`config.mk`:
```
export PLATFORM = sky130hd
export DESIGN_NAME = i2c_bit_timer
export DESIGN_NICKNAME = d
export VERILOG_FILES = /design/src/rtl/i2c_bit_timer.sv
export SDC_FILE = /design/constraint.sdc
export NUM_CORES = 1
export LEC_CHECK = 0
export BUFFER_PORTS_ARGS = -buffer_cell sky130_fd_sc_hd__buf_4
export CAP_MARGIN = 20
export CORE_MARGIN = 2
export CORE_UTILIZATION = 55
export CTS_CLUSTER_DIAMETER = 30
export DETAILED_ROUTE_END_ITERATION = 7
export GPL_ROUTABILITY_DRIVEN = 0
export GPL_TIMING_DRIVEN = 0
export MAX_ROUTING_LAYER = met4
export PLACE_DENSITY = 0.84
export RECOVER_POWER = 25
export SYNTH_ARGS = -nofsm -noshare
export SYNTH_HDL_FRONTEND = slang
export SYNTH_SLANG_ARGS = --single-unit
```
`constraint.sdc`:
```
create_clock -name clk -period 5.1 [get_ports clk]
set_input_delay 0.255 -clock clk [delete_from_list [all_inputs] [get_ports clk]]
set_output_delay 0.255 -clock clk [all_outputs]
set_load 0.01 [all_outputs]
```
`src/rtl/i2c_bit_timer.sv`:
```
module i2c_bit_timer #(
  parameter int PW = 3,
  parameter int CW = 8,
  parameter int FW = 4
) (
  input  logic          clk,
  input  logic          rst_n,
  input  logic [PW-1:0] cfg_prescale,
  input  logic [CW-1:0] cfg_lo,
  input  logic [CW-1:0] cfg_hi,
  input  logic [CW-1:0] cfg_sethold,
  input  logic [CW-1:0] cfg_dvd,
  input  logic [FW-1:0] cfg_flt_scl,
  input  logic [FW-1:0] cfg_flt_sda,
  input  logic          cmd_valid,
  input  logic [2:0]    cmd_op,
  input  logic          cmd_wdata,
  output logic          cmd_ready,
  output logic          done,
  output logic          rdata,
  output logic          scl_oe,
  output logic          sda_oe,
  input  logic          scl_in,
  input  logic          sda_in
);
  localparam int TW = CW + (1 << PW) + 2;
  localparam logic [2:0] OP_START = 3'd0, OP_RSTART = 3'd1, OP_STOP = 3'd2, OP_WRITE = 3'd3;

  typedef enum logic [2:0] {S_IDLE, S_LOW, S_WAITH, S_HIGH, S_SETUP, S_HOLD, S_FREE} state_t;

  state_t        st;
  logic [TW-1:0] cnt;
  logic [2:0]    op_q;
  logic          wd_q;
  logic [1:0]    raw, line;

  assign raw = {sda_in, scl_in};

  for (genvar g = 0; g < 2; g++) begin : g_flt
    logic          s1, s2, fq;
    logic [FW-1:0] fc;
    logic [FW-1:0] w;
    assign w = (g == 0) ? cfg_flt_scl : cfg_flt_sda;
    always_ff @(posedge clk or negedge rst_n) begin
      if (!rst_n) begin
        s1 <= 1'b1; s2 <= 1'b1; fq <= 1'b1; fc <= '0;
      end else begin
        s1 <= raw[g];
        s2 <= s1;
        if (w == '0 || s2 == fq) begin
          fq <= s2; fc <= '0;
        end else if (fc == w - FW'(1)) begin
          fq <= s2; fc <= '0;
        end else begin
          fc <= fc + FW'(1);
        end
      end
    end
    assign line[g] = (w == '0) ? s2 : fq;
  end

  logic scl_f, sda_f;
  assign scl_f = line[0];
  assign sda_f = line[1];

  logic [TW-1:0] n_lo, n_dv, n_sh, hraw, lat, n_hi, lo_end, dv_raw, dv_at;
  assign n_lo   = (TW'(cfg_lo) + TW'(1)) << cfg_prescale;
  assign n_dv   = (TW'(cfg_dvd) + TW'(1)) << cfg_prescale;
  assign n_sh   = (TW'(cfg_sethold) + TW'(1)) << cfg_prescale;
  assign hraw   = ((TW'(cfg_hi) + TW'(1)) << cfg_prescale) + ((TW'(cfg_flt_scl) + TW'(2)) >> cfg_prescale);
  assign lat    = TW'(cfg_flt_scl) + TW'(3);
  assign n_hi   = (hraw > lat) ? hraw - lat : TW'(1);
  assign lo_end = (n_lo > TW'(2)) ? n_lo - TW'(2) : '0;
  assign dv_raw = (n_dv > TW'(2)) ? n_dv - TW'(2) : '0;
  assign dv_at  = (dv_raw > lo_end) ? lo_end : dv_raw;

  logic drv, is_ctl;
  assign is_ctl = (op_q <= OP_STOP);
  always_comb begin
    case (op_q)
      OP_STOP:  drv = 1'b1;
      OP_WRITE: drv = !wd_q;
      default:  drv = 1'b0;
    endcase
  end

  assign cmd_ready = (st == S_IDLE);

  always_ff @(posedge clk or negedge rst_n) begin
    if (!rst_n) begin
      st <= S_IDLE; cnt <= '0; op_q <= '0; wd_q <= 1'b0;
      done <= 1'b0; rdata <= 1'b0; scl_oe <= 1'b0; sda_oe <= 1'b0;
    end else begin
      done <= 1'b0;
      case (st)
        S_IDLE: if (cmd_valid) begin
          op_q <= cmd_op;
          wd_q <= cmd_wdata;
          cnt  <= '0;
          if ((cmd_op == OP_START || cmd_op == OP_RSTART) && !scl_oe) st <= S_SETUP;
          else st <= S_LOW;
        end
        S_LOW: begin
          cnt <= cnt + TW'(1);
          if (cnt == dv_at) sda_oe <= drv;
          if (cnt == lo_end) begin
            st <= S_WAITH; scl_oe <= 1'b0; cnt <= '0;
          end
        end
        S_WAITH: if (scl_f) begin
          cnt <= '0;
          if (is_ctl) st <= S_SETUP;
          else begin
            st <= S_HIGH; rdata <= sda_f;
          end
        end
        S_HIGH: begin
          cnt <= cnt + TW'(1);
          if (cnt == n_hi - TW'(1)) begin
            st <= S_IDLE; scl_oe <= 1'b1; done <= 1'b1;
          end
        end
        S_SETUP: begin
          cnt <= cnt + TW'(1);
          if (cnt == n_sh - TW'(1)) begin
            cnt <= '0;
            if (op_q == OP_STOP) begin
              sda_oe <= 1'b0; st <= S_FREE;
            end else begin
              sda_oe <= 1'b1; st <= S_HOLD;
            end
          end
        end
        S_HOLD: begin
          cnt <= cnt + TW'(1);
          if (cnt == n_sh - TW'(1)) begin
            st <= S_IDLE; scl_oe <= 1'b1; done <= 1'b1;
          end
        end
        S_FREE: begin
          cnt <= cnt + TW'(1);
          if (cnt == n_sh - TW'(1)) begin
            st <= S_IDLE; done <= 1'b1;
          end
        end
        default: st <= S_IDLE;
      endcase
    end
  end


  done_pulse_chk: assert property (@(posedge clk) disable iff (!rst_n) done |=> !done);

  ready_drop_chk: assert property (@(posedge clk) disable iff (!rst_n) (cmd_valid && cmd_ready) |=> !cmd_ready);

  stretch_hold_chk: assert property (@(posedge clk) disable iff (!rst_n)
    (st == S_WAITH && !scl_f) |=> (!scl_oe && !done));

  sda_high_stable_chk: assert property (@(posedge clk) disable iff (!rst_n) (st == S_HIGH) |=> $stable(sda_oe));

  idle_release_chk: assert property (@(posedge clk) disable iff (!rst_n) (st == S_IDLE && !scl_oe) |-> !sda_oe);
endmodule

```
==> run metrics, run 1 <==
worst slew pin tran=2394 ps; Ant. Diodes=0; final hold violation count=0; fin nets=1797; Worst Hold Class=input port to flip-flop; grt total ovfl=0; async set-reset flop share out of synthesis=1.000; P&R area growth vs syn=20.47%; FF-to-FF End=cnt[11]$_DFFE_PN0P_; Worst Reg-to-Reg Cells=14; share of the synthesized area in the top cell type=0.08352; unrepaired setup endpoints after global routing=true; Max Clk Rate=0.1528 GHz; DRC violations left=3; Pre-antenna DRT Iters=8; CP Max Fanout=6; post-synth net total=1677; Root Buffer=clkbuf_16; clock transition at the registers of the reported paths=60 ps; Lkg Pwr=5.277 nW; data required time of the critical path=5310 ps; Sequential Power Share=0.153; largest net degree at the start of global routing=44; R2R Setup Slk=1000 ps; post-placement cell count=1888; vias in the first global route=13130; most area-hungry cell type in the Yosys netlist=dfrtp_1; status=finished, violations left; Power Internal=0.001624 W; Crit-path slowest cell=or4_1; CP endpoint kind=flip-flop; proportion of layout cells with a drive suffix above 1=0.2120; core area=19590 µm²; most frequent cell on the critical path=buf_8; post-route minimum period=6542 ps; Synth warnings=0; final wirelength=41810 µm; Post-Syn Instances=1577; Seq/Total Area, Yosys=0.09774; initial antenna violation count=0; Max-slew headroom=-0.5961; Post-synth EDFFs=0; Clk Latency, worst-skew pair=290 ps; FF-to-FF Start=cnt[5]$_DFFE_PN0P_; Final setup viols=5; Die ar.=21310 µm²; CP max stage delay=530 ps; Post-DRT Antenna Nets=0; cell area after synthesis=11090 µm²; CTS buffer count=5; final max-slew violation count=44; total number of vias=14230; chip height=146.0 µm; post-route setup slack=-1442 ps; Num Clock Sinks=43; Max Cap Viol=1; Worst IR Drop VDD=0.0002012 V; H-tree Lvls=2; count leader, synth=nand2_1; Setup CP Type=input port to flip-flop; clock skew=7.111 ps; maximum clock path buffer count=2; period utilization=1.283; syn avg cell area=7.030 µm²; HP Start=sda_in; Hold EP=g_flt[1].s1$_DFF_PN1_; CTS tree=built; Placement Rows=51; routed len/inst=21.30 µm; largest cells by area after synthesis=dfrtp_1 (8.4%), xnor2_1 (6.0%), o21ai_0 (5.1%), ha_1 (5.1%), nand2_1 (4.6%); most common flop cell mapped by yosys=dfrtp_1; failing checks=DRC, capacitance limit, slew limit, setup timing; combinational share of power=0.732; Initial Util=0.5659; hpwl dp=29470 µm; sw frac=0.4972; DP Worst Slack=-2566 ps; vias per cell=7.248; Clk network pwr share=0.116; Starting DRT DRC Count=2183; Startpoint Class=input port; Post-synth top cells=nand2_1 (136), nor2_1 (125), o21ai_0 (113), xnor2_1 (76), a21oi_1 (75); hold path depth=1; num ports=57; Hold Slack=71.34 ps; Yosys reg bits=43; Distinct cells, synth=113; Non-Filler Instances=1963; first-pass GRT wire length=64870 µm; PwrDens=241.9 nW/µm²; gr usage total=0.3760; Setup TNS=-5880 ps; IO buf count=46; Horiz. Die Dim=146.0 µm; Net Switching=0.001606 W; crit path DAT=6750 ps
[per-layer routing]
metal  up-vias  track usage  routed length [µm]
met2      1112       0.5873               18630
met5         -            -                   0
met4         0       0.1777                2519
li1       6269            -                   -
met3       317      0.09279                5456
met1      6529       0.4559               15200
[layout by cell type (no fill, tap or decap), types with 11 or more instances in the layout]
cell / netlist / routed
clkbuf_1: 53 / 37
o22ai_1: 13 / 11
inv_1: 44 / 43
or2_2: 19 / 18
nand2b_1: 18 / 18
mux2i_1: 27 / 23
buf_2: 31 / 20
and3_1: 26 / 24
a21o_1: 19 / 18
o21ai_0: 113 / 107
buf_4: 11 / 119
o21ai_1: 9 / 14
xnor2_1: 76 / 74
nor2_1: 125 / 117
and2_1: 31 / 28
mux2_2: 15 / 15
nand2_1: 136 / 132
nand4_1: 22 / 22
o211ai_1: 17 / 17
nor2b_1: 18 / 18
and4_1: 14 / 14
buf_8: 3 / 20
ha_1: 45 / 41
nand3_1: 61 / 60
nor4_1: 28 / 22
a211oi_1: 17 / 14
a31oi_1: 22 / 21
nor3_1: 71 / 66
a21oi_1: 75 / 65
o31ai_1: 20 / 18
xor2_1: 30 / 30
or3_1: 29 / 25
o21a_1: 14 / 14
buf_6: 5 / 15
dfrtp_1: 37 / 37
[critical path: cells and delay by family]
kind	cells	cell delay, ps
buf+inv	10	1210
simple gates	9	1980
compound gates	9	1730
xor+xnor	1	260
fa+ha+maj	4	1110
mux	1	180
[per-stage QoR]
stage / util / cell area, µm² / total power [W]
after floorplan: - / 11320 / 0.002049
after global placement: 0.6125 / 12000 / 0.002477
after detailed placement: 0.6125 / 12000 / 0.002537
after CTS: 0.6590 / 12910 / 0.003027
after global routing: 0.6817 / 13360 / 0.003426
final: 0.6817 / 13360 / 0.003230
[power groups by stage]
stage	sequential (W)	combinational [W]	clock, W
after floorplan	0.000486	0.00156	0
after global placement	0.000495	0.00198	0
after detailed placement	0.000500	0.00204	0
after CTS	0.000493	0.00216	0.000376
after global routing	0.000502	0.00253	0.000392
final	0.000493	0.00236	0.000374
[flip-flops by register name (all words and copies together) (netlist names), 2 cells and up]
register and flops:
g_flt.s2 2, g_flt.fq 2, g_flt.s1 2, g_flt.fc 8
cnt 18, op_q 3, st 3
[layout make-up]
cell class | count | area (µm²)
fill | 1584 | 6235
inverter | 50 | 187.7
tap | 265 | 331.6
sequential | 43 | 1084
clock inverter | 3 | 43.79
timing repair buffer | 120 | 934.6
buffer | 108 | 869.6
multi-input combinational | 1369 | 9779
clock buffer | 5 | 125.1
[worst max-delay path by stage]
stage,start,end,slack [ps],cells past startpoint
final,cfg_prescale[0],done$_DFF_PN0_,-1440,34
after global routing,cfg_prescale[1],done$_DFF_PN0_,-1610,29
after CTS,cfg_prescale[0],done$_DFF_PN0_,-1300,34
after detailed placement,cfg_prescale[2],done$_DFF_PN0_,-2570,29
after global placement,cfg_prescale[2],done$_DFF_PN0_,-2420,29
after floorplan,cfg_prescale[0],scl_oe$_DFFE_PN0P_,-1370,35
[logic make-up (layout without fill, tap and decap cells)]
| group | count (synthesis) | after routing | synth area share |
|---|---|---|---|
| compound gates | 507 | 507 | 0.3238 |
| xor+xnor | 111 | 111 | 0.09391 |
| fa+ha+maj | 48 | 48 | 0.05621 |
| buf+inv | 165 | 286 | 0.06953 |
| flops | 43 | 43 | 0.09774 |
| mux | 42 | 42 | 0.03962 |
| other cells | 2 | 2 | 0.0006775 |
| simple gates | 659 | 659 | 0.3185 |
[timing repair]
item / in CTS / in global routing
pin swaps: 33 / 48
setup buffers: 50 / 26
hold buffers: 1 / 0
hold endpoints to repair: 37 / 0
gates cloned: 1 / 0
resized for setup: 85 / 77
endpoints found under the setup margin: 18 / 23
No activity file was read; power rests on OpenSTA's default activity.
==> run 2, diff against run 1 <==
--- a/config.mk
+++ b/config.mk
@@ -16,6 +16,7 @@
 export MAX_ROUTING_LAYER = met4
 export PLACE_DENSITY = 0.84
 export RECOVER_POWER = 25
+export SETUP_SLACK_MARGIN = 0.2
 export SYNTH_ARGS = -nofsm -noshare
 export SYNTH_HDL_FRONTEND = slang
 export SYNTH_SLANG_ARGS = --single-unit
==> run metrics, run 2 (synthesized netlist as in run 1, its figures left out) <==
unrepaired setup endpoints after global routing=true; Max-slew headroom=-0.5748 (+0.02131); CP Max Fanout=5 (-1); Num Clock Sinks=43 (unchanged); combinational share of power=0.733 (about the same); gr usage total=0.3771 (+0.001174); CP endpoint kind=flip-flop; max reg flops=18 (unchanged); hpwl dp=29470 µm (unchanged); most frequent cell on the critical path=buf_8; period utilization=1.328 (+0.04500); Worst path top cell family by delay=buffers and inverters; failing checks=DRC, capacitance limit, slew limit, setup timing; Die ar.=21310 µm² (unchanged); chip height=146.0 µm (unchanged); most frequent cells in the layout=nand2_1 (132), buf_4 (127), nor2_1 (117); Buf+Inv Stages, Crit Path=20 (+10); fin nets=1815 (+1.0%); status=finished, violations left; PwrDens=239.2 nW/µm² (-1.1%); first-pass GRT wire length=65270 µm (+0.62%); CTS buffer count=5 (unchanged); P&R area growth vs syn=22.39%; clock skew=7.494 ps (+0.3826 ps); post-route setup slack=-1672 ps (-229.5 ps); Worst IR Drop VDD=0.0002058 V (+2.3%); sw frac=0.4929 (-0.004369); Setup CP Type=input port to flip-flop; Pre-antenna DRT Iters=8 (unchanged); Initial Util=0.5659 (unchanged); initial antenna violation count=0 (unchanged); DRC violations left=13 (+10); PnR Total Power=0.003246 W (+0.48%); Net Switching=0.001600 W (-0.40%); Lkg Pwr=5.382 nW (+2.0%); H-tree Lvls=2 (unchanged); Clk network pwr share=0.115 (about the same); final core utilization=0.6926 (+0.01086); num ports=57 (unchanged); Post-DRT Antenna Nets=0 (unchanged); post-route minimum period=6772 ps (+229.5 ps); DP Worst Slack=-2566 ps (unchanged); total number of vias=14380 (+1.1%); Startpoint Class=input port; grt total ovfl=0 (unchanged); Horiz. Die Dim=146.0 µm (unchanged); vias per cell=7.258 (+0.14%); crit path DAT=6980 ps (+230 ps); Sequential Power Share=0.152 (about the same); worst slew pin tran=2362 ps (-31.97 ps); vias in the first global route=13210 (+0.64%); final hold violation count=0 (unchanged); clock transition at the registers of the reported paths=60 ps (about the same); Final setup viols=5 (unchanged); largest net degree at the start of global routing=44 (unchanged); Most flops, register=cnt; CP max stage delay=430 ps (-100 ps); IO buf count=46 (unchanged); routed len/inst=21.15 µm (-0.68%); proportion of layout cells with a drive suffix above 1=0.2238 (+0.01176); CTS tree=built; Clk Latency, worst-skew pair=290 ps (about the same); Root Buffer=clkbuf_16; maximum clock path buffer count=2 (unchanged); Power Internal=0.001646 W (+1.4%); Placement Rows=51 (unchanged); Ant. Diodes=0 (unchanged); Crit-path slowest cell=a2111oi_4; Worst Hold Class=input port to flip-flop; largest registers=cnt x18, g_flt.fc x8; Hold Slack=71.47 ps (+0.1297 ps); core area=19590 µm² (unchanged); data required time of the critical path=5310 ps (about the same); Max Cap Viol=1 (unchanged); final max-slew violation count=44 (unchanged); final wirelength=41910 µm (+0.23%); commonest non-fill, non-tap cell in the layout=nand2_1; fill cell count=1553 (-2.0%); Starting DRT DRC Count=2341 (+7.2%); Max Clk Rate=0.1477 GHz (-3.4%)
-- run 2: power by group through the flow --
stage | logic, W | clock network [W] | registers (W)
floorplan | 0.00156 | 0 | 0.000486
global placement | 0.00198 | 0 | 0.000495
detailed placement | 0.00204 | 0 | 0.000500
CTS | 0.00218 | 0.000376 | 0.000493
global route | 0.00255 | 0.000393 | 0.000502
finish | 0.00238 | 0.000375 | 0.000493
-- run 2: cell type report --
| type | instances | area, µm² | area share |
|---|---|---|---|
| inverter | 50 | 190.2 | 0.01402 |
| tap | 265 | 331.6 | 0.02444 |
| buffer | 115 | 912.1 | 0.06723 |
| multi-input combinational | 1369 | 9819 | 0.7237 |
| timing repair buffer | 131 | 1062 | 0.07829 |
| sequential | 43 | 1084 | 0.07986 |
| clock inverter | 3 | 43.79 | 0.003228 |
| clock buffer | 5 | 125.1 | 0.009222 |
-- run 2: routing by layer --
metal  track usage  vias to the layer above  part of all wire
met5             -                        -                 0
met3       0.09342                      324              0.13
li1              -                     6294                 -
met4        0.1976                        0             0.063
met1        0.4576                     6590              0.36
met2        0.5790                     1170              0.44
-- run 2: path summary, 6_finish.rpt --
kind / from / endpoint / slack [ps] / depth (start not counted)
worst min register to register: g_flt[0].s1$_DFF_PN1_ / g_flt[0].s2$_DFF_PN1_ / 360 / 0
max in group asynchronous: rst_n / g_flt[0].fc[2]$_DFF_PN0_ / 2540 / 2
min in group asynchronous: rst_n / g_flt[1].fc[3]$_DFF_PN0_ / 1220 / 2
worst min-delay path: scl_in / g_flt[0].s1$_DFF_PN1_ / 70 / 1
worst max-delay path: cfg_prescale[0] / done$_DFF_PN0_ / -1670 / 40
worst max register to register: cnt[5]$_DFFE_PN0P_ / cnt[10]$_DFFE_PN0P_ / 1040 / 14
-- run 2: metrics by stage --
step	setup TNS [ps]	instances	area, µm²
finish	-7103	1981	13570
global route	-8022	1981	13570
CTS	-5828	1954	13010
detailed placement	-17760	1888	12000
global placement	-15510	1888	12000
floorplan	-5319	1577	11320
-- run 2: worst reg2reg max path, delay by kind of cell, from the launching register on --
family	cells	cell delay, ps
buf+inv	4	1170
compound gates	6	1490
simple gates	4	950
flops	1	320
-- run 2: repair_timing --
| action | 4_1_cts | 5_1_grt |
|---|---|---|
| hold buffers | 1 | 0 |
| cloned | 1 | 1 |
| hold endpoints to repair | 37 | 0 |
| setup endpoints to repair | 23 | 23 |
| resized for setup | 94 | 82 |
| buffers inserted | 56 | 26 |
| pin swaps | 46 | 48 |
